### src/rtl/dacif_pkg.sv
package dacif_pkg;
  localparam int FRAME_BITS = 24;
  localparam int WORD_BITS  = 16;
  localparam int CMD_BITS   = 4;

  typedef enum logic [CMD_BITS-1:0] {
    CMD_LOAD   = 4'b0000,
    CMD_COMMIT = 4'b0001,
    CMD_BOTH   = 4'b0011,
    CMD_SLEEP  = 4'b0100,
    CMD_REFINT = 4'b0110,
    CMD_REFEXT = 4'b0111
  } dac_cmd_e;
endpackage

### src/rtl/dacif_sync.sv
module dacif_sync #(
  parameter int WIDTH = 3,
  parameter int STAGES = 2,
  parameter logic [WIDTH-1:0] RST_VAL = '0
) (
  input  logic             clk,
  input  logic             rst,
  input  logic [WIDTH-1:0] d,
  output logic [WIDTH-1:0] q
);
  logic [WIDTH-1:0] stage_q [STAGES];

  for (genvar g = 0; g < STAGES; g++) begin : g_stage
    if (g == 0) begin : g_first
      always_ff @(posedge clk) begin
        if (rst) stage_q[g] <= RST_VAL;
        else     stage_q[g] <= d;
      end
    end else begin : g_next
      always_ff @(posedge clk) begin
        if (rst) stage_q[g] <= RST_VAL;
        else     stage_q[g] <= stage_q[g-1];
      end
    end
  end

  assign q = stage_q[STAGES-1];
endmodule

### src/rtl/dacif_shift.sv
module dacif_shift
  import dacif_pkg::*;
#(
  parameter int CODE_W = 12,
  parameter int FRAME_W = FRAME_BITS
) (
  input  logic              clk,
  input  logic              rst,
  input  logic              sck,
  input  logic              cs_n,
  input  logic              sdi,
  output logic              exec_v,
  output logic [CMD_BITS-1:0] exec_cmd,
  output logic [CODE_W-1:0] exec_code
);
  localparam int CNT_W = $clog2(FRAME_W + 1);
  localparam logic [CNT_W-1:0] FULL = CNT_W'(FRAME_W);

  logic [FRAME_W-1:0] sr_q;
  logic [CNT_W-1:0]   cnt_q;
  logic               sck_q, cs_q;
  logic               sck_rise, cs_rise, cs_fall;

  assign sck_rise = sck & ~sck_q;
  assign cs_rise  = cs_n & ~cs_q;
  assign cs_fall  = ~cs_n & cs_q;

  always_ff @(posedge clk) begin
    if (rst) begin
      sck_q <= 1'b0;
      cs_q  <= 1'b1;
      cnt_q <= '0;
      sr_q  <= '0;
    end else begin
      sck_q <= sck;
      cs_q  <= cs_n;
      if (cs_fall) begin
        cnt_q <= '0;
      end else if (!cs_n && !cs_q && sck_rise) begin
        sr_q <= {sr_q[FRAME_W-2:0], sdi};
        if (cnt_q != FULL) cnt_q <= cnt_q + 1'b1;
      end
    end
  end

  always_ff @(posedge clk) begin
    if (rst) begin
      exec_v    <= 1'b0;
      exec_cmd  <= '0;
      exec_code <= '0;
    end else begin
      exec_v    <= cs_rise && (cnt_q == FULL);
      exec_cmd  <= sr_q[FRAME_W-1 -: CMD_BITS];
      exec_code <= sr_q[WORD_BITS-1 -: CODE_W];
    end
  end
endmodule

### src/rtl/dacif_regs.sv
module dacif_regs
  import dacif_pkg::*;
#(
  parameter int CODE_W = 12
) (
  input  logic                clk,
  input  logic                rst,
  input  logic                ref_sel,
  input  logic                exec_v,
  input  logic [CMD_BITS-1:0] exec_cmd,
  input  logic [CODE_W-1:0]   exec_code,
  output logic [CODE_W-1:0]   dac_code,
  output logic                pwr_down,
  output logic                ref_internal
);
  logic [CODE_W-1:0] stage_q;

  always_ff @(posedge clk) begin
    if (rst) begin
      stage_q      <= '0;
      dac_code     <= '0;
      pwr_down     <= 1'b0;
      ref_internal <= ref_sel;
    end else if (exec_v) begin
      case (exec_cmd)
        CMD_LOAD:   stage_q <= exec_code;
        CMD_COMMIT: begin
          dac_code <= stage_q;
          pwr_down <= 1'b0;
        end
        CMD_BOTH: begin
          stage_q  <= exec_code;
          dac_code <= exec_code;
          pwr_down <= 1'b0;
        end
        CMD_SLEEP:  pwr_down     <= 1'b1;
        CMD_REFINT: ref_internal <= 1'b1;
        CMD_REFEXT: ref_internal <= 1'b0;
        default: ;
      endcase
    end
  end
endmodule

### src/rtl/dacif_ctrl.sv
module dacif_ctrl
  import dacif_pkg::*;
#(
  parameter int CODE_W = 12,
  parameter int SYNC_STAGES = 2
) (
  input  logic              clk,
  input  logic              rst,
  input  logic              ref_sel,
  input  logic              spi_sck,
  input  logic              spi_cs_n,
  input  logic              spi_sdi,
  output logic [CODE_W-1:0] dac_code,
  output logic              pwr_down,
  output logic              ref_internal
);
  logic [2:0]          pins_s;
  logic                exec_v;
  logic [CMD_BITS-1:0] exec_cmd;
  logic [CODE_W-1:0]   exec_code;

  dacif_sync #(.WIDTH(3), .STAGES(SYNC_STAGES), .RST_VAL(3'b100)) u_sync (
    .clk(clk), .rst(rst), .d({spi_cs_n, spi_sck, spi_sdi}), .q(pins_s)
  );

  dacif_shift #(.CODE_W(CODE_W)) u_shift (
    .clk(clk), .rst(rst), .sck(pins_s[1]), .cs_n(pins_s[2]), .sdi(pins_s[0]),
    .exec_v(exec_v), .exec_cmd(exec_cmd), .exec_code(exec_code)
  );

  dacif_regs #(.CODE_W(CODE_W)) u_regs (
    .clk(clk), .rst(rst), .ref_sel(ref_sel), .exec_v(exec_v),
    .exec_cmd(exec_cmd), .exec_code(exec_code), .dac_code(dac_code),
    .pwr_down(pwr_down), .ref_internal(ref_internal)
  );
endmodule

### config.mk
export PLATFORM = sky130hd
export DESIGN_NAME = dacif_ctrl
export DESIGN_NICKNAME = d
export VERILOG_FILES = /design/src/rtl/dacif_pkg.sv /design/src/rtl/dacif_sync.sv /design/src/rtl/dacif_shift.sv /design/src/rtl/dacif_regs.sv /design/src/rtl/dacif_ctrl.sv
export SDC_FILE = /design/constraint.sdc
export NUM_CORES = 1
export LEC_CHECK = 0
export ABC_AREA = 1
export CORE_ASPECT_RATIO = 1.1
export CORE_MARGIN = 2
export CORE_UTILIZATION = 66
export DETAILED_ROUTE_END_ITERATION = 10
export DONT_BUFFER_PORTS = 1
export GPL_ROUTABILITY_DRIVEN = 1
export PLACE_DENSITY = 0.82
export SYNTH_ARGS = -nofsm -noshare
export SYNTH_HDL_FRONTEND = slang
export SYNTH_SLANG_ARGS = --single-unit
### constraint.sdc
create_clock -name clk -period 2.43 [get_ports clk]
set_input_delay 0.486 -clock clk [delete_from_list [all_inputs] [get_ports clk]]
set_output_delay 0.486 -clock clk [all_outputs]
set_load 0.1 [all_outputs]
==> results of run 1 <==
==> synthesized netlist by cell type <==
cell and n:
nand3_1 29, clkinv_4 1, inv_2 2, nand4_1 3, a31oi_1 1, nor2_2 4, dfxtp_1 79, o21ai_0 25
ha_1 2, inv_1 61, clkbuf_2 1, nand3_2 1, buf_6 5, a21oi_1 47, or2_2 2, nor2_4 1
buf_2 7, buf_4 4, nand2_2 6, buf_1 1, nor2_1 43, edfxtp_1 1, nand2_1 71, clkbuf_1 3
nor4_1 1
==> layout make-up <==
cell class	instances	area [sq um]	area share, %
sequential	80	1612	47.79
multi-input combinational	236	1086	32.21
inverter	64	245.2	7.273
clock buffer	12	165.2	4.898
timing repair buffer	16	120.1	3.562
clock inverter	4	73.82	2.189
tap	56	70.07	2.078
==> routing by layer <==
layer	up-vias	part of all wire, %
li1	1256	-
met4	0	2.4
met3	17	4.6
met2	65	50
met5	-	0
met1	1106	43
==> state kept, by name (all words and copies together) (netlist names) <==
| name | flops |
|---|---|
| u_shift.sr_q | 24 |
| u_regs.dac_code | 12 |
| u_regs.stage_q | 12 |
| u_shift.exec_code | 12 |
| u_sync.stage_q | 6 |
| u_shift.cnt_q | 5 |
| u_shift.exec_cmd | 4 |
| u_regs.pwr_down | 1 |
| u_regs.ref_internal | 1 |
| u_shift.cs_q | 1 |
| u_shift.exec_v | 1 |
| u_shift.sck_q | 1 |
==> kinds of logic (layout without fill, tap and decap cells) <==
| family | after synthesis | count (layout) |
|---|---|---|
| AND/OR/NAND/NOR | 161 | 161 |
| buffers and inverters | 85 | 96 |
| flip-flops | 80 | 80 |
| AO/OA/AOI/OAI | 73 | 73 |
| adder cells (fa/ha/maj) | 2 | 2 |
==> placed cells by master, fill, tap and decap left out, types with 2 or more instances in the layout <==
cell type  netlist  layout
or2_2            2       2
a21oi_1         47      47
nand2_1         71      71
o21ai_0         25      25
bufinv_16        0       2
nand4_1          3       3
nor2_1          43      43
dfxtp_1         79      79
inv_1           61      61
nand3_1         29      29
clkbuf_8         0      12
buf_4            4      16
nor2_2           4       4
inv_2            2       2
nand2_2          6       6
ha_1             2       2
==> power groups by stage <==
stage / Sequential, mW / Combinational (mW) / Clock [mW]
5_1_grt: 1.32 / 0.0385 / 1.19
4_1_cts: 1.32 / 0.0333 / 1.15
6_report: 1.32 / 0.0329 / 1.12
3_5_place_dp: 1.35 / 0.0330 / 0
2_1_floorplan: 1.36 / 0.0349 / 0
3_3_place_gp: 1.35 / 0.0323 / 0
==> metrics by stage <==
step	total power, mW	utilization [%]
floorplan	1.393	-
global placement	1.385	68.30
detailed placement	1.386	68.30
CTS	2.503	73.51
global route	2.552	73.51
finish	2.479	73.51
==> worst max-delay path by stage <==
stage	start	to	slack, ps	cells past startpoint
final	u_regs.pwr_down	pwr_down	960	1
after global placement	u_shift.exec_cmd[2]	u_regs.stage_q[8]	1160	6
after floorplan	u_regs.pwr_down	pwr_down	1020	0
after global routing	u_regs.dac_code[8]	dac_code[8]	920	1
after CTS	u_regs.dac_code[8]	dac_code[8]	950	1
after detailed placement	u_shift.cnt_q[0]	u_shift.cnt_q[1]	1100	8
==> reports/summary.md, run 1 <==
Averaged over all synthesized cells, the footprint is 7.691 sq um. The worst register-to-register path begins at u_shift.cnt_q[0]. Sequential cells were found to cover 52.25% of the synthesized design area.

The logs give 1101 ps for the worst setup slack before clock tree synthesis and 0 for the total congestion overflow after global routing. The number of input and output port buffers inserted came out at 0. The first global-routing pass estimated 8859 microns of wire.

Post-synthesis xor/xnor area fraction: 0%. The worst setup path is captured at an output port. After detailed routing, the average wire length per cell comes to 11.66 microns.

0 antenna diodes ended up in the layout. The number of cells on the worst reg-to-reg path is 8, and the number of remaining DRC errors is 0. The register bit count reported by yosys is 80.

Broken down by cell family, the worst path's largest delay share belongs to flip-flops. The worst pin sits at a relative slew slack of 65.90%. Summed over its instances, the top area cell type makes up 51.28% of the synthesized netlist area. In this run the core area contains 26 standard-cell rows. The number of standard cells in the final layout excluding fillers was 468; the number of I/O pins was 20.

Summing the areas of all fa, ha and maj instances in the mapped netlist gives 0.8114% of the synthesized area. The number of buffers on the longest clock path came out at 2. The setup violation total in the final timing report came out at 0. Max-cap violations in this run came to 0. The routed layout has 2444 vias. The number of buffers created by CTS is 9.

The share of total power dissipated in combinational logic is 1.3%. Of the available clock period, the critical path in the final layout requires 60.36%. In the routed layout, each cell is associated on average with a via count of 5.222. The tools report the cell at the root of the clock tree as clkbuf_8. The setup slack of the most critical reg-to-reg path was 1090 ps.

The start point of the worst hold path is rst. The total standard cell area after synthesis was 3084 sq um; the highest attainable clock frequency was 681.8 MHz. Yosys attributes the largest share of cell area to dfxtp_1 51%, nand2_1 8.6%, a21oi_1 7.6%, inv_1 7.4%, nor2_1 5.2%. The final worst-path setup slack came out at 963.2 ps. The tools report the cts-stage hold buffer count as 0.

The slowest stage of the critical path is the dfxtp_1 cell. The switching power summed over all nets is 486.1 uW, and the post-route antenna net violation count is 0. The worst register-to-register path ends at u_shift.cnt_q[1].

Effective utilization at floorplan: 67.24%. The highest fanout seen on the critical path works out to 2. The final number of hold-violating endpoints came out at 0.

The die covers 5237 sq um. The synthesized netlist devotes 22.52% of its cell area to simple gates. After clock tree synthesis, the clock-pin slew on the worst setup and hold paths is 80 ps.

The tools report the hold path endpoint as u_regs.stage_q[2]. Global routing consumed, on the met2 layer, 40.06% of the routing resources. The cell leakage power is 1.337 nW.

Dividing total power by cell area gives a power density of 735.1 nW/um^2. The part of the power in the clock network is 45.3%, and the data required time at the worst endpoint is 1940 ps. After routing the design area is 3372 sq um. For this block, the initial DRC count from the detailed router was 264. The filler cell count in the final layout came out at 344. Setup repair after global routing left no endpoint under its margin.

The switching power as a share of total power came out at 19.61%. The number of gates resized after CTS was 0. The tools report the startpoint class of the critical path as a flop. The flow ran to the end, and the final reports show no timing, DRC or antenna violations.

dfxtp_1 takes more of the synthesized area than any other cell. The run gives 3 as the deepest level of the CTS H-tree. Worst ir drop on vdd: 0.5205 mV. For met1 alone, demand over resource in global routing was 23.74%.

The clock drives 80 sinks. The number of global-route vias before repair is 2075, and the number of nets at the end of the flow is 415. The internal power of the cells totals 1.992 mW. The number of nets handed over by synthesis was 409. The logs give 0.7182 for the final weighted congestion in routability-driven placement and 3133 sq um for the placed instance area.

The number of antenna violations at the first check in global routing was 0; the minimum clock period was 1467 ps. The combined global-route utilization of all metal layers was 21.70%. The first detailed-routing pass took 5 iterations.

The total negative slack for setup checks is 0 ps. The largest net degree at the start of global routing was 52. The largest family of logic cells by synthesized area was simple AND/OR/NAND/NOR gates. The depth of the worst hold-timing path was 1.

The die is 75.70 microns tall. Traced cell by cell, the critical path runs through buf_4. Measured along the x axis, the die boundary spans 69.18 microns. The final max-slew violation count came out at 0.

In this run the most used layer during global routing was met2. The largest single stage delay on the critical path is 340 ps. For this run, the number of Yosys warnings is 0. TritonCTS built the clock tree. Registers are responsible for 53.3% of the overall power. The count of buffer and inverter cells on the critical path works out to 1. The total half-perimeter wirelength after legalization and detailed placement was 3362 microns. Counting every instance in the synthesized netlist gives 401.

From synthesis to final layout, the design area changed by 9.330%. The synthesized netlist contains 25 unique library cells. The transition time at the pin with the least slew margin was 511.0 ps.

The floorplan step defined a core boundary enclosing 4587 sq um. Post-CTS timing repair inserted 0 buffers for setup. For the insertion delay to the later sink of the worst-skew pair, the log shows 350 ps. The post-route netlist has 11.89% of its cells at a drive strength greater than 1.

The routed design has 5457 microns of wire. The post-route worst hold slack came out at 195.9 ps. STA puts the critical path data arrival time at 980 ps.

The portion of synthesized area spent on multiplexers is 0%. Between clock sinks in the finished design, the worst skew comes to 7.509 ps. In this run the worst hold path is classified as input port to flop. Compound-cell area share of the yosys netlist: 11.89%.

The classification of the worst setup path was flop to output port. For the fraction of met3 tracks used by global routing, the log shows 5.291%. Counting tap cells, the placed design contains a total of 452 instances.
Note: power is estimated with default switching activity, not from simulation.
==> inputs of run 2 (changes only) <==
- CORE_UTILIZATION: 66 -> 56
- PLACE_DENSITY: 0.82 -> 0.74
- clock period: 2.43 -> 1.2 ns (I/O delays scaled with it)
==> run 2 against run 1 <==
Net effect:
- the flow now finishes with violations (negative setup slack)
- wire length rose by 3.5%
- sequential power rose by 100%
- total power rose by 87%
- die area rose by 17%
- non-clock buffer count rose by 14
- critical path depth did not move
- cell count rose by 7.1%
- clock skew rose by 1.3 ps
- via count rose by 0.82%
- worst hold slack got worse by 170 ps
- core utilization fell by 2.7 points
- combinational power rose to 3.4 times the previous value
- critical path type unchanged
- largest cell class unchanged
- largest power group unchanged
- highest routed layer unchanged
==> reports/summary.md, run 2 (synthesis results as in run 1) <==
The area growth from synthesis to layout is 23.00%. For the number of nets at the end of the flow, the log shows 429. The highest attainable clock frequency is 808.1 MHz. For this design, the sink count on the clock tree is 80.

The worst setup path is captured at an output port. The run finished, with violations left. Setup repair after global routing could not meet its margin everywhere. The final standard cell area without fillers is 3794 sq um, and the total congestion overflow after global routing is 0.

The checks that failed: negative setup slack. The tools report the critical path arrival as 1000 ps. The run gives 70.78% as the post-layout utilization of the core. The wire length per cell is 11.27 microns. Area enclosed by the die boundary: 6118 sq um.

Number of standard cells in the final layout excluding fillers: 501. The cell at the root of the clock tree is clkbuf_8. The number of input and output port buffers inserted came out at 0. The transition time at the pin with the least slew margin was 270.1 ps; the post-route clock skew was 8.770 ps. Ratio of final minimum period to clock period: 103.1%. The later pin in the worst-skew pair is clocked with a latency of 350 ps. Across every metal layer, demand over resource in global routing totals 19.76%. Classification of the worst setup path: flop to output port. The die extent in x is 74.76 microns. The register with the highest flop count was u_shift.sr_q.

The path type of the worst min-delay path was input port to flop. The worst slew slack as a fraction of its limit is 81.95%. The worst ir drop on vdd was 0.7776 mV.

Across all hold checks on the routed design, the worst slack comes to 21.91 ps. Measured along the y axis, the die boundary spans 81.84 microns. The tools report the via total after detailed routing as 2464. The count of buffer and inverter cells on the critical path is 1. The logs give 5646 microns for the sum of routed wire length over all layers and -10 ps for the setup slack of the most critical reg-to-reg path. The analysis attributes to cell leakage a power of 1.471 nW.

Entering global routing, the biggest net connects 40 pins. For the final number of hold-violating endpoints, the log shows 0. The number of antenna violations at the first check in global routing is 0, and the number of diodes added for antenna fixing is 0. The placed cell count came out at 477. The final max-slew violation count is 0. Routability-driven placement finished with a final weighted congestion of 0.7507.

The total half-perimeter wirelength after legalization and detailed placement was 3536 microns; the number of global-route vias before repair was 2255. In the final layout, the share of cells above drive strength 1 is 22.30%. The signal on the critical path passes through buf_12. No sink is reached through more buffers than the 2 on the longest clock path. The library cell used most frequently in the layout, excluding fill and tap cells, is nand2_1. The tools report the wire length of the first global-routing pass as 9411 microns.

For this block, the initial DRC count from the detailed router was 106. After detailed placement, the total cell area comes to 3406 sq um. Row generation in the floorplan step produced 28 rows.

TritonCTS built the clock tree. The initial utilization of the core area, before any placement, comes to 57.54%. The top cell types in the final layout, fill and taps aside, are 68 x nand2_1, 59 x inv_1, 59 x dfxtp_1. The tools report the number of I/O pins as 20. After detailed routing, the number of vias per cell comes to 4.918. Power spread over the standard cell area amounts to 1220 nW/um^2.

Filler cell count in the final layout: 409. The tools report the first-pass detailed-route iteration total as 4. On the worst path, the slowest cell contributes a delay of 450 ps. The highest fanout seen on the critical path came out at 1.

The core region is 5360 sq um. The register with the most flip-flops in the layout has 24 of them. After clock tree synthesis, the clock-pin slew on the worst setup and hold paths is 80 ps. STA classifies the critical path startpoint as a flop. For this design, the slowest cell found on the critical path is edfxtp_1. The number of clock buffers added by TritonCTS is 9. Final worst-path setup slack: -37.54 ps. On the critical path the largest part of the delay comes from flip-flops. The tools report the setup violation total in the final timing report as 2.

For the total negative slack for setup checks, the log shows -48.03 ps. Once detail routing completed, the nets flagged for antenna violations numbered 0. Max-cap violations in this run came to 0. For the data required time at the worst endpoint, the log shows 960 ps.

Minimum clock period: 1238 ps. The deepest level of the CTS H-tree was 3; the number of remaining DRC errors was 0.
==> run 2: layout make-up <==
type	instances	area, sq um	area share [%]
flip-flops and latches	80	1637	43.14
well taps	75	93.84	2.474
clock buffers	11	162.7	4.288
clock inverters	5	28.78	0.7586
repair buffers	30	457.9	12.07
inverters	64	245.2	6.464
multi-input cells	236	1169	30.80
==> run 2: final timing paths <==
kind | from | end | cells after the start
hold / removal | rst | u_regs.dac_code[1] | 3
hold reg to reg | u_sync.stage_q[0][1] | u_sync.stage_q[1][1] | 2
setup reg to reg | u_shift.exec_cmd[3] | u_regs.stage_q[4] | 6
setup / recovery | u_regs.ref_internal | ref_internal | 1
==> run 2: power by group <==
group,internal [mW],switching (mW),total [mW],leakage [nW]
combinational,0.0389,0.0725,0.111,0.710
sequential,2.67,0.00732,2.68,0.657
clock,0.922,0.918,1.84,0.104
total,3.63,0.998,4.63,1.47
==> run 2: layer usage <==
| layer | share of wire, % | up-vias | track usage (%) |
|---|---|---|---|
| met5 | 0 | - | 0 |
| met4 | 2.7 | 0 | 8.571 |
| met3 | 3.7 | 14 | 4.908 |
| met2 | 50 | 54 | 33.98 |
| met1 | 43 | 1109 | 23.21 |
| li1 | - | 1287 | - |
==> run 2: what timing repair did <==
| action | 4_1_cts | 5_1_grt |
|---|---|---|
| setup endpoints to repair | 14 | 34 |
| gates resized for setup | 4 | 33 |
| pin swaps | 0 | 4 |
| hold buffers | 4 | 0 |
| hold endpoints to repair | 37 | 0 |
| gates cloned | 0 | 2 |
| setup buffers | 0 | 2 |
==> run 2: metrics by stage <==
step | setup WS [ps] | power [mW]
2_1_floorplan | 22.09 | 2.820
3_3_place_gp | -9.542 | 2.809
3_5_place_dp | -20.10 | 2.812
4_1_cts | -49.19 | 4.672
5_1_grt | -64.79 | 4.783
6_report | -37.54 | 4.630
==> inputs of run 3 (changes only) <==
- CORE_UTILIZATION: 56 -> 59
- CTS_BUF_LIST: not set -> sky130_fd_sc_hd__clkbuf_4 sky130_fd_sc_hd__clkbuf_8
- GPL_ROUTABILITY_DRIVEN: 1 -> 0
- PLACE_DENSITY: 0.74 -> 0.78
- SYNTH_HIERARCHICAL: not set -> 1
==> run 3 against run 2 <==
Net effect:
- the flow now finishes without violations
- area after synthesis is 1.4% higher
- wire length increased by 9.1%
- worst hold slack worse by 4.2 ps
- clock skew is 0.94 ps lower
- total power rose by 8.2%
- worst setup slack improved by 39 ps
- die area shrank 3.5%
- highest routed layer unchanged
==> reports/summary.md, run 3 <==
The launching point of the worst reg2reg path is u_shift/cnt_q[0]. Global routing used 22.10% of the available tracks across all layers. The number of enable flip-flop cells after synthesis was 1. The cell area that synthesis handed to floorplanning was 3128 sq um. The setup slack of the most critical reg-to-reg path came out at 40 ps. The count of buffer and inverter cells on the critical path is 1. Wire length per cell: 12.01 microns. The tightest min-delay check is of the input port to flop type. The tools report the final number of hold-violating endpoints as 0. The post-route netlist has 19.34% of its cells at a drive strength greater than 1. The fraction of registers with async set/reset is 0%. The cell family contributing the most delay on the critical path is flip-flops.

Yosys printed 6 warnings. Number of DRC markers after the initial detailed-route iteration: 168. Capture instance of the worst register-to-register path: u_shift/cnt_q[2]. The largest stage delay on the critical path was 420 ps. CTS built an H-tree with a depth of 3. Setup repair after global routing could not meet its margin everywhere.

The number of input and output port buffers inserted came out at 0. The register share of total power is 53.5%, and the switching power summed over all nets is 993.7 uW. The first global-routing pass estimated 10070 microns of wire. The commonest non-fill, non-tap cell in the layout is inv_1. Number of remaining DRC errors: 0.

The count of nets left with antenna violations once routing finished came out at 0. The tree built by TritonCTS fans out to 80 sinks. The register with the most flip-flops in the layout has 24 of them.

For this run, the share of the core covered by cells in the final layout is 77.51%. In this run the horizontal extent of the chip is 73.43 microns. The largest family of logic cells by synthesized area was simple AND/OR/NAND/NOR gates. The highest attainable clock frequency was 834.3 MHz.

The commonest register cell after synthesis was dfxtp_1. The first-pass detailed-route iteration total was 4; the effective utilization at floorplan was 61.73%. Synthesis inferred 80 register bits. The power density over the cells works out to 1275 nW/um^2. The region available for standard cell placement spans 5067 sq um. The worst slew slack as a fraction of its limit is 51.43%, and the critical path arrival is 960 ps.

The adder-cell share of the synthesized area works out to 0.8000%. 20 I/O pins were placed. After synthesis, the cell types taking the most area are dfxtp_1 51%, inv_1 8.8%, a21oi_1 7.7%, nand2_1 7.2%, nand3_1 6.6%. The number of buffers on the longest clock path was 2; the sum of routed wire length over all layers was 6161 microns. The filler cell count in the final layout is 317, and the part of the power in the clock network is 44.0%. In the routed layout, each cell is associated on average with a via count of 5.119.

After layout, the worst path uses 99.89% of the clock period. After clock tree synthesis, the clock-pin slew on the worst setup and hold paths is 80 ps. The highest fanout seen on the critical path came out at 1.

Insertion delay to the later sink of the worst-skew pair: 350 ps. Worst ir drop on vdd: 0.9165 mV. The transition time at the pin with the least slew margin is 728.6 ps, and the internal power consumption is 4.014 mW. At the worst endpoint, the required time is 960 ps. After synthesis, the share of cell area in mux cells is 0%.

The logs give 17.73 ps for the post-route worst hold slack and 1.608 nW for the cell leakage power. The tool flagged a number of max-cap violations equal to 0. The classification of the worst setup path is flop to output port. The switching power as a share of total power was 19.84%. In the synthesized netlist, the cells that appear most often are 79 x dfxtp_1, 73 x inv_1, 60 x nand2_1. In this run, the combinational gates consume 2.5% of the power. The run finished with clean final reports. Walking the worst path, the cells encountered are buf_12. u_shift/sr_q holds more flip-flops than any other register. After synthesis, the netlist uses 23 different library cells. In the post-synthesis netlist, the cell with the most instances is dfxtp_1.

For the total congestion overflow after global routing, the log shows 0. The area overhead of the layout relative to synthesis works out to 25.56%. The run gives 5901 sq um as the area enclosed by the die boundary. The number of buffers created by CTS is 9, and the synthesized instance count is 421. The cell type with the highest aggregate area in the netlist is dfxtp_1. The tools report the via total after detailed routing as 2626. The die outline height is 80.37 microns, and the depth of the worst hold-timing path is 2. For the number of antenna violations at the first check in global routing, the log shows 0. The minimum clock period came out at 1199 ps. The top cell types in the final layout, fill and taps aside, are 72 x inv_1, 63 x dfxtp_1, 56 x nand2_1. For this run, the register share of the synthesized area comes to 51.52%. The area share of the leading cell type in the synthesized netlist is 50.56%. For this run, the post-layout net count is 458. Summing the areas of all and, or, nand and nor instances in the mapped netlist gives 22.92% of the synthesized area. Type of element capturing the critical path: an output port. Summing all flip-flop and latch instances after layout gives 1632 sq um.

The number of cells on the worst reg-to-reg path works out to 8. Number of rows in the core area: 27. The setup violation total in the final timing report was 0. After synthesis, the mean cell area works out to 7.430 sq um.

The post-synthesis xor/xnor area fraction works out to 0%. Largest net degree at the start of global routing: 41. The total half-perimeter wirelength after legalization and detailed placement came out at 3653 microns.

The run gives 5.008 mW as the overall power. Between clock sinks in the finished design, the worst skew comes to 7.828 ps. The repair_antennas step left the layout with diodes totalling 0. Synthesis produced a netlist with a net count of 429.

The area occupied by multi-input gates was 1186 sq um; the compound-cell area share of the yosys netlist was 11.88%. The start point of the worst hold path is spi_sdi. The run gives 2345 as the number of global-route vias before repair. For hold timing, the worst endpoint is u_sync/stage_q[0][0]. The cell at the root of the clock tree was clkbuf_8.

STA classifies the critical path startpoint as a flop. The tools report the final max-slew violation count as 0. TritonCTS built the clock tree. The critical-path cell with the highest stage delay is edfxtp_1.
[run 3: logic make-up (layout without fill, tap and decap cells)]
kind of cell / after synthesis / count (layout)
AOI/OAI and AO/OA: 74 / 74
DFF: 80 / 80
adders and majority gates: 2 / 2
buffers and inverters: 99 / 132
and+or+nand+nor: 166 / 167
[run 3: worst max-delay path by stage]
| stage | startpoint | end | slack, ps | cells after the start |
|---|---|---|---|---|
| after detailed placement | u_shift/exec_cmd[3] | u_regs/stage_q[6] | 20 | 6 |
| final | u_regs/ref_internal | ref_internal | 1 | 1 |
| after floorplan | u_regs/ref_internal | ref_internal | 60 | 0 |
| after global placement | u_shift/exec_cmd[3] | u_regs/stage_q[10] | 50 | 6 |
| after global routing | u_regs/ref_internal | ref_internal | -40 | 1 |
| after CTS | u_regs/ref_internal | ref_internal | -20 | 1 |
[run 3: per-layer routing]
| layer | vias to the layer above | track usage (%) | wire [microns] |
|---|---|---|---|
| li1 | 1368 | - | - |
| met1 | 1188 | 25.81 | 2674 |
| met2 | 62 | 37.30 | 3158 |
| met3 | 8 | 6.650 | 233 |
| met4 | 0 | 9.273 | 95 |
| met5 | - | 0 | 0 |
[run 3: final cells by class]
class	instances	area share, %
clock buffer	13	4.078
clock inverter	3	1.657
inverter	79	7.741
multi-input combinational	243	30.20
sequential	80	41.54
tap	58	1.848
timing repair buffer	36	12.77
timing repair inverter	1	0.1593
[run 3: through the flow]
stage / setup slack, ps / cells / setup TNS, ps / cell area [sq um]
after detailed placement: 17.13 / 482 / 0 / 3483
final: 1.320 / 513 / 0 / 3928
after CTS: -15.64 / 508 / -15.64 / 3809
after global routing: -38.99 / 513 / -194.1 / 3928
after floorplan: 55.98 / 421 / 0 / 3144
after global placement: 49.35 / 482 / 0 / 3483
[run 3: repair_timing]
item / in CTS / in global routing
endpoints found under the hold margin: 25 / 0
hold buffers: 10 / 0
gates cloned: 0 / 2
setup endpoints to repair: 1 / 53
setup buffers: 0 / 4
pin swaps: 0 / 6
resized for setup: 0 / 37
[run 3: power groups by stage]
| stage | logic [mW] | registers (mW) | clock network (mW) |
|---|---|---|---|
| after floorplan | 0.0725 | 2.75 | 0 |
| after global placement | 0.0969 | 2.74 | 0 |
| after detailed placement | 0.0989 | 2.74 | 0 |
| after CTS | 0.120 | 2.68 | 2.25 |
| after global routing | 0.139 | 2.68 | 2.37 |
| final | 0.125 | 2.68 | 2.20 |
